<file path="config.mk">
export PLATFORM = sky130hd
export DESIGN_NAME = alarm_match_unit
export DESIGN_NICKNAME = d
export VERILOG_FILES = /design/src/rtl/alarm_pkg.sv /design/src/rtl/alarm_bcd_check.sv /design/src/rtl/alarm_rpt_decode.sv /design/src/rtl/alarm_field_cmp.sv /design/src/rtl/alarm_match_unit.sv
export SDC_FILE = /design/constraint.sdc
export NUM_CORES = 1
export LEC_CHECK = 0
export BUFFER_PORTS_ARGS = -buffer_cell sky130_fd_sc_hd__buf_2
export CORE_ASPECT_RATIO = 0.8
export CORE_UTILIZATION = 52
export DETAILED_ROUTE_END_ITERATION = 10
export GPL_TIMING_DRIVEN = 1
export HOLD_SLACK_MARGIN = 0.02
export PLACE_DENSITY = 0.79
export SKIP_LAST_GASP = 1
export SLEW_MARGIN = 20
export SYNTH_ARGS = -nofsm -noshare
export SYNTH_HDL_FRONTEND = slang
export SYNTH_HIERARCHICAL = 1
export SYNTH_SLANG_ARGS = --single-unit
</file>
<file path="constraint.sdc">
create_clock -name clk -period 1.48 [get_ports clk]
set_input_delay 0.074 -clock clk [delete_from_list [all_inputs] [get_ports clk]]
set_output_delay 0.074 -clock clk [all_outputs]
set_load 0.05 [all_outputs]
</file>
<file path="src/rtl/alarm_pkg.sv">
package alarm_pkg;
    localparam int DATA_W   = 8;
    localparam int NUM_FLD  = 4;
    localparam int SEL_W    = $clog2(NUM_FLD);
    localparam int SEC_W    = 7;
    localparam int MIN_W    = 7;
    localparam int HOUR_W   = 6;
    localparam int DATE_W   = 6;
    localparam int MASK_BIT = DATA_W - 1;

    typedef enum logic [SEL_W-1:0] {
        FLD_SEC  = 2'd0,
        FLD_MIN  = 2'd1,
        FLD_HOUR = 2'd2,
        FLD_DATE = 2'd3
    } fld_e;

    // width of the BCD value that is range-checked and compared per field
    function automatic int fld_w(input int idx);
        case (idx)
            0:       return SEC_W;
            1:       return MIN_W;
            2:       return HOUR_W;
            default: return DATE_W;
        endcase
    endfunction

    typedef struct packed {
        logic [NUM_FLD-1:0][DATA_W-1:0] regs;
        logic                           tick_q;
        logic                           irq;
    } alm_state_t;
endpackage

</file>
<file path="src/rtl/alarm_bcd_check.sv">
module alarm_bcd_check #(
    parameter int KIND = 0,
    parameter int W    = 7
) (
    input  logic [W-1:0] val,
    output logic         ok
);
    localparam int TENS_W = W - 4;

    logic [3:0]        units;
    logic [TENS_W-1:0] tens;

    assign units = val[3:0];
    assign tens  = val[W-1:4];

    generate
        if (KIND <= 1) begin : g_sixty
            always_comb ok = (units <= 4'd9) && (tens <= TENS_W'(5));
        end else if (KIND == 2) begin : g_day_hours
            always_comb ok = (units <= 4'd9) &&
                             ((tens < TENS_W'(2)) ||
                              ((tens == TENS_W'(2)) && (units <= 4'd3)));
        end else begin : g_month_day
            always_comb ok = (units <= 4'd9) && (val != '0);
        end
    endgenerate
endmodule

</file>
<file path="src/rtl/alarm_rpt_decode.sv">
module alarm_rpt_decode #(
    parameter int NF = 4
) (
    input  logic [NF-1:0] mask,
    output logic [NF-1:0] care
);
    // masks count only in nested order from the top field downward
    always_comb begin
        care = '0;
        for (int k = 0; k <= NF; k++) begin
            logic [NF-1:0] pat;
            pat = '0;
            for (int j = 0; j < NF; j++) begin
                if (j >= NF - k) pat[j] = 1'b1;
            end
            if (k < NF && mask == pat) begin
                care = '0;
                for (int j = 0; j < NF; j++) begin
                    if (j < NF - k) care[j] = 1'b1;
                end
            end
        end
    end
endmodule

</file>
<file path="src/rtl/alarm_field_cmp.sv">
module alarm_field_cmp #(
    parameter int W = 7
) (
    input  logic [W-1:0] set_val,
    input  logic [W-1:0] now_val,
    input  logic         care,
    output logic         hit
);
    always_comb hit = !care || (set_val == now_val);
endmodule

</file>
<file path="src/rtl/alarm_match_unit.sv">
module alarm_match_unit
    import alarm_pkg::*;
(
    input  logic              clk,
    input  logic              rst_n,
    input  logic              wr_en,
    input  logic [SEL_W-1:0]  wr_sel,
    input  logic [DATA_W-1:0] wr_data,
    input  logic [SEL_W-1:0]  rd_sel,
    output logic [DATA_W-1:0] rd_data,
    input  logic              sec_tick,
    input  logic              irq_en,
    input  logic [SEC_W-1:0]  now_sec,
    input  logic [MIN_W-1:0]  now_min,
    input  logic [HOUR_W-1:0] now_hour,
    input  logic [DATE_W-1:0] now_date,
    output logic              alarm_irq
);
    alm_state_t state_d, state_q;

    logic [NUM_FLD-1:0][DATA_W-1:0] alm_regs;
    logic [NUM_FLD-1:0]             wr_ok;
    logic [NUM_FLD-1:0]             fld_hit;
    logic [NUM_FLD-1:0]             rpt_mask;
    logic [NUM_FLD-1:0]             fld_care;

    assign alm_regs = state_q.regs;

    genvar gi;
    generate
        for (gi = 0; gi < NUM_FLD; gi++) begin : g_fld
            localparam int W = fld_w(gi);
            logic [W-1:0] now_f;

            if (gi == 0) begin : g_s
                assign now_f = now_sec;
            end else if (gi == 1) begin : g_m
                assign now_f = now_min;
            end else if (gi == 2) begin : g_h
                assign now_f = now_hour;
            end else begin : g_d
                assign now_f = now_date;
            end

            alarm_bcd_check #(.KIND(gi), .W(W)) u_chk (
                .val (wr_data[W-1:0]),
                .ok  (wr_ok[gi])
            );

            alarm_field_cmp #(.W(W)) u_cmp (
                .set_val (alm_regs[gi][W-1:0]),
                .now_val (now_f),
                .care    (fld_care[gi]),
                .hit     (fld_hit[gi])
            );

            assign rpt_mask[gi] = alm_regs[gi][MASK_BIT];
        end
    endgenerate

    alarm_rpt_decode #(.NF(NUM_FLD)) u_rpt (
        .mask (rpt_mask),
        .care (fld_care)
    );

    always_comb begin
        state_d        = state_q;
        state_d.tick_q = sec_tick;
        if (wr_en && wr_ok[wr_sel]) begin
            state_d.regs[wr_sel] = wr_data;
        end
        state_d.irq = sec_tick && !state_q.tick_q && irq_en && (&fld_hit);
    end

    always_ff @(posedge clk) begin
        if (!rst_n) begin
            state_q <= '0;
        end else begin
            state_q <= state_d;
        end
    end

    assign rd_data   = alm_regs[rd_sel];
    assign alarm_irq = state_q.irq;
endmodule

</file>
# [After elaboration in Yosys (flattened, before gate mapping)]
# Index checks and enable logic that the tools add are counted.
[classes] magnitude_cmp=7 n_eq_ne=8 mux=11 n_reduce_logical=22
[op_table] op="bitwise mux 32 bit" count=1
[op_table] op="binary-select mux 8 bit (select 2 bit)" count=1
[op_table] op="demux 8 bit (select 2 bit)" count=1
[op_table] op="2-to-1 mux 4 bit" count=4
[op_table] op="2-to-1 mux 8 bit" count=2
[op_table] op="== test 7 bit" count=2
[op_table] op="== test 4 bit, second input constant" count=3
[op_table] op="== test 6 bit" count=2
[op_table] op="logical AND 1 bit" count=9
[op_table] op="< comparator 2 x 3 -> 1 bit, second input constant" count=2
[op_table] op="nonzero test 6 bit" count=1
[op_table] op="logical NOT 1 bit" count=5
[op_table] op="logical OR 1 bit" count=5
[op_table] op="less-or-equal comparator 4 x 2 -> 1 bit, second input constant" count=1
[op_table] op="less-or-equal comparator 4 bit, second input constant" count=1
[op_table] op="logical NOT 4 bit" count=1
[op_table] op="AND reduction 4 bit" count=1
[op_table] op="less-or-equal comparator 3 bit, second input constant" count=1
[op_table] op="binary-select mux 1 bit (select 2 bit)" count=1
[op_table] op="== test 2 bit, second input constant" count=1
[op_table] op="greater-or-equal comparator 2 x 1 -> 1 bit, second input constant" count=1
[op_table] op="< comparator 2 bit, second input constant" count=1
[op_table] op="2-to-1 mux 1 bit" count=1
[word_totals] register_bits=34 input_bits=43 out_inout_bits=9 elab_cells=54

# [Logic depth before layout (Yosys ltp)]
[depth] depth_word=9 ltp_mapped=5 ltp_nobuf=5

# [Cells and area by module]
# Netlist, hierarchy kept.
[by_module_without_submodules] module="alarm_match_unit" instances=1 cells_each=132 area_each_um2=1483.9
[by_module_without_submodules] module="alarm_field_cmp (g_fld[0].u_cmp ...)" instances=2 cells_each=9 area_each_um2=83.8
[by_module_without_submodules] module="alarm_field_cmp (g_fld[2].u_cmp ...)" instances=2 cells_each=8 area_each_um2=71.3
[by_module_without_submodules] module="alarm_rpt_decode" instances=1 cells_each=6 area_each_um2=57.6
[by_module_without_submodules] module="alarm_bcd_check (g_fld[0].u_chk ...)" instances=2 cells_each=2 area_each_um2=16.3
[by_module_without_submodules] module="alarm_bcd_check (g_fld[3].u_chk)" instances=1 cells_each=3 area_each_um2=26.3
[by_module_without_submodules] module="alarm_bcd_check (g_fld[2].u_chk)" instances=1 cells_each=2 area_each_um2=15.0

# [Worst setup path before layout]
# Ideal clock, no wire load.
[synth_timing] path_type="reg-to-output" startpoint="register state_q, in the netlist alm_regs[31]" endpoint="output port rd_data[7]" arrival_time_ps=971 required_ps=1406 setup_slack_ps=435 path_stages_with_launch=2 path_buffers=0 cell_sequence="dfxtp_1 -> mux4_2"
[synth_between] elab_chain_cells=2
[synth_lines] element="from (decl)" line="alarm_match_unit.sv:19" rtl="alm_state_t state_d, state_q;"
[synth_lines] element="from (signal assigned)" line="alarm_match_unit.sv:79" rtl="state_q <= state_d;"
[synth_lines] element="binary-select mux 8 bit (select 2 bit)" line="alarm_match_unit.sv:83" rtl="assign rd_data = alm_regs[rd_sel];"
[synth_lines] element="2-to-1 mux 8 bit (not written as such)" line="alarm_match_unit.sv:83"
[synth_lines] element="to (decl)" line="alarm_match_unit.sv:10" rtl="output logic [DATA_W-1:0] rd_data,"
# Every way passes these cells. The select of a mux whose other input is x is not followed.

# [Worst setup path in the final report]
# Same ends and word-level chain as after synthesis.

==> impl_metrics.env <==
export IMPL_clock_power_share=0.337
export IMPL_cp_max_fo=4
export IMPL_placed_area_sq_um=2201
export IMPL_layout_nets=279
export IMPL_synthTopCellsByArea="dfxtp_1 (35%), mux2i_1 (17%), mux4_2 (9.4%)"
export IMPL_yosys_warnings=6
export IMPL_syn_avg_cell_area_sq_um=10.64
export IMPL_slew_headroom=0.6379
export IMPL_final_layout_size_suffix_gt1_frac=0.3559
export IMPL_finalWirelength_um=4526
export IMPL_timing_final_crit_period_ns=1.422
export IMPL_synth_cells_most_frequent="nand2_1 (40), dfxtp_1 (34), mux2i_1 (33), xnor2_1 (16), xor2_1 (10)"
export IMPL_dpl_hpwl_um=3325
export IMPL_cts_root_buf="clkbuf_8"
export IMPL_async_reset_ff_frac=0
export IMPL_grt_pass1_vias=1520
export IMPL_cpMaxStageDelayCell="mux4_2"
export IMPL_start_kind="flip-flop"
export IMPL_yosysMostFrequentCell="nand2_1"
export IMPL_yosys_area_share_simple=0.1683
export IMPL_grt_overflow=0
export IMPL_synth_flop_cell="dfxtp_1"
export IMPL_synth_top_family_by_area="multiplexers"
export IMPL_vias_per_cell=5.554
export IMPL_swShare=0.2678
export IMPL_die_area_sq_um=3952
export IMPL_vdd_ir_drop_max_mv=0.5801
export IMPL_ys_seq_elements=34
export IMPL_required_ns=1.41
export IMPL_dp_cells=270
export IMPL_power_density_nw_per_um2=837.7
export IMPL_cap_violations=0
export IMPL_final_antenna_net_count=0
export IMPL_power_switching_uw=514.2
export IMPL_cts_clk_slew_worst_paths_ns=0.07
export IMPL_drtIter0Drc=87
export IMPL_final_cells=278
export IMPL_fp_dieW_um=70.04
export IMPL_worstSetupPathType="flip-flop to primary output"
export IMPL_p_leak_uw=0.001105
export IMPL_fp_dieH_um=56.43
export IMPL_whs_ns=0.03291
export IMPL_drt_first_pass_iters=4
export IMPL_period_share=0.9608
export IMPL_muxShareOfSynthArea=0.2651
export IMPL_end_kind="primary output"
export IMPL_synth_fa_ha_area_frac=0
export IMPL_postCtsSetupBuffers=0
export IMPL_wl_per_cell_um=16.28
export IMPL_grt_pass1_wl_um=7493
export IMPL_netlist_area_sq_um=1926
export IMPL_synth_edf_count=0
export IMPL_row_count=19
export IMPL_port_buffers=51
export IMPL_synth_distinct_cells=26
export IMPL_worst_path_buf_inv=1
export IMPL_tritoncts="yes"
export IMPL_setup_violations=0
export IMPL_drc=0
export IMPL_grt_total_usage=0.2538
export IMPL_timing_fmax_ghz=0.7033
export IMPL_io_pins=52
export IMPL_worstSkewPairLatency_ns=0.28
export IMPL_vias=1544
export IMPL_min_path_type="input port to flip-flop"
export IMPL_clockBufferDepth=2
export IMPL_setup_tns_ns=0
export IMPL_synthCells=181
export IMPL_pwr_share_comb=0.164
export IMPL_power_frac_seq=0.499
export IMPL_tightest_slew_ns=0.5432
export IMPL_crit_family="multiplexers"
export IMPL_outcome="complete, no violations"
export IMPL_antenna_found_initial=0
export IMPL_numCtsBuffers=5
export IMPL_synth_top_cell_area_share=0.3535
export IMPL_drv_slew=0
export IMPL_yosys_area_top_type="dfxtp_1"
export IMPL_finalHoldViolations=0
export IMPL_cp_slowest_stage_delay_ns=0.48
export IMPL_arrival_ns=1.35
export IMPL_path_cells="mux4_2 -> clkbuf_4"
export IMPL_grt_start_max_net_pins=31
export IMPL_coreArea_sq_um=3495
export IMPL_rsz0062_at_grt="no"
export IMPL_ys_seq_area_frac=0.3535
export IMPL_design_area_sq_um=2292
export IMPL_antennaDiodeCount=0
export IMPL_fin_skew_ns=0.004132
export IMPL_cts_max_level=2
export IMPL_areaGrowthSynthToFinish_pct=19.04
export IMPL_place_gp_congestion=0.7785
export IMPL_start_util=0.5510
export IMPL_synth_compound_area_frac=0.05458
export IMPL_syn_nets=224
export IMPL_synth_xor_area_share=0.1183
export IMPL_clock_sinks=34
export IMPL_internal_power_uw=1406
[worst reg2reg max path, delay by kind of cell, from the launching register on]
kind             cells  cell delay [ns]
AND/OR/NAND/NOR      3             0.42
flip-flops           1             0.33
XOR/XNOR             1             0.23
AO/OA/AOI/OAI        1             0.21
[state kept, by name, summed over array words and instances, names as in the netlist]
register and count:
alarm_irq 1, state_q 1, alm_regs 32
[worst paths after layout]
| path | start | to | slack (ns) | cells past startpoint |
|---|---|---|---|---|
| worst min register to register | alm_regs[30]$_SDFFE_PN0P_ | alm_regs[30]$_SDFFE_PN0P_ | 0.48 | 2 |
| worst min-delay path | irq_en | alarm_irq$_SDFF_PN0_ | 0.03 | 3 |
| worst max-delay path | alm_regs[31]$_SDFFE_PN0P_ | rd_data[7] | 0.06 | 2 |
| worst max register to register | alm_regs[20]$_SDFFE_PN0P_ | alarm_irq$_SDFF_PN0_ | 0.23 | 5 |
[repair_timing]
action	in CTS	in global routing
hold buffers	1	0
endpoints found under the hold margin	1	0
endpoints found under the setup margin	0	1
gates resized for setup	0	3
[layout make-up]
type / count / area, sq um
fill: 283 / 1202
multi-input combinational: 137 / 1167
sequential: 34 / 683.2
timing repair buffer: 58 / 312.8
clock buffer: 7 / 76.32
tap: 42 / 52.55
[metrics by stage]
| step | setup slack, ns | power, uW | utilization |
|---|---|---|---|
| 6_report | 0.05807 | 1920 | 0.6559 |
| 5_1_grt | 0.0007954 | 2016 | 0.6559 |
| 4_1_cts | 0.05512 | 1925 | 0.6545 |
| 3_5_place_dp | 0.2708 | 1288 | 0.6298 |
| 3_3_place_gp | 0.2897 | 1284 | 0.6298 |
| 2_1_floorplan | 0.4350 | 1171 | - |
[power groups by stage]
stage | clock network [uW] | registers (uW) | logic (uW)
global placement | 0 | 977 | 307
finish | 648 | 958 | 314
global route | 717 | 961 | 338
floorplan | 0 | 972 | 199
CTS | 653 | 958 | 314
detailed placement | 0 | 978 | 310
[metal layers]
layer	routed length, um	track usage	vias to the layer above
li1	-	-	749
met1	2040	0.3599	724
met2	2077	0.3777	65
met3	370	0.07540	6
met4	38	0.06571	0
met5	0	0	-
[kinds of logic after synthesis]
group,Yosys count
AND/OR/NAND/NOR,60
multiplexers,41
flip-flops,34
XOR/XNOR,26
AO/OA/AOI/OAI,10
buffers and inverters,10
[cells in the final DEF, fill, tap and decap left out, drive strengths merged]
cell type / synthesis / final
o31ai: 2 / 2
o22a: 1 / 1
nand4bb: 1 / 1
mux4: 8 / 8
xor2: 10 / 10
and2: 1 / 1
nor4: 2 / 2
nand2: 40 / 40
xnor2: 16 / 16
a21oi: 2 / 2
nor3: 3 / 3
dfxtp: 34 / 34
dlygate4sd3: 0 / 1
nor2b: 2 / 2
nand4b: 3 / 3
clkbuf: 0 / 8
o41ai: 2 / 2
nand4: 6 / 6
o22ai: 1 / 1
mux2i: 33 / 33
buf: 10 / 56
nor2: 2 / 2
o21a: 2 / 2
Note: power is estimated with default switching activity, not from simulation.
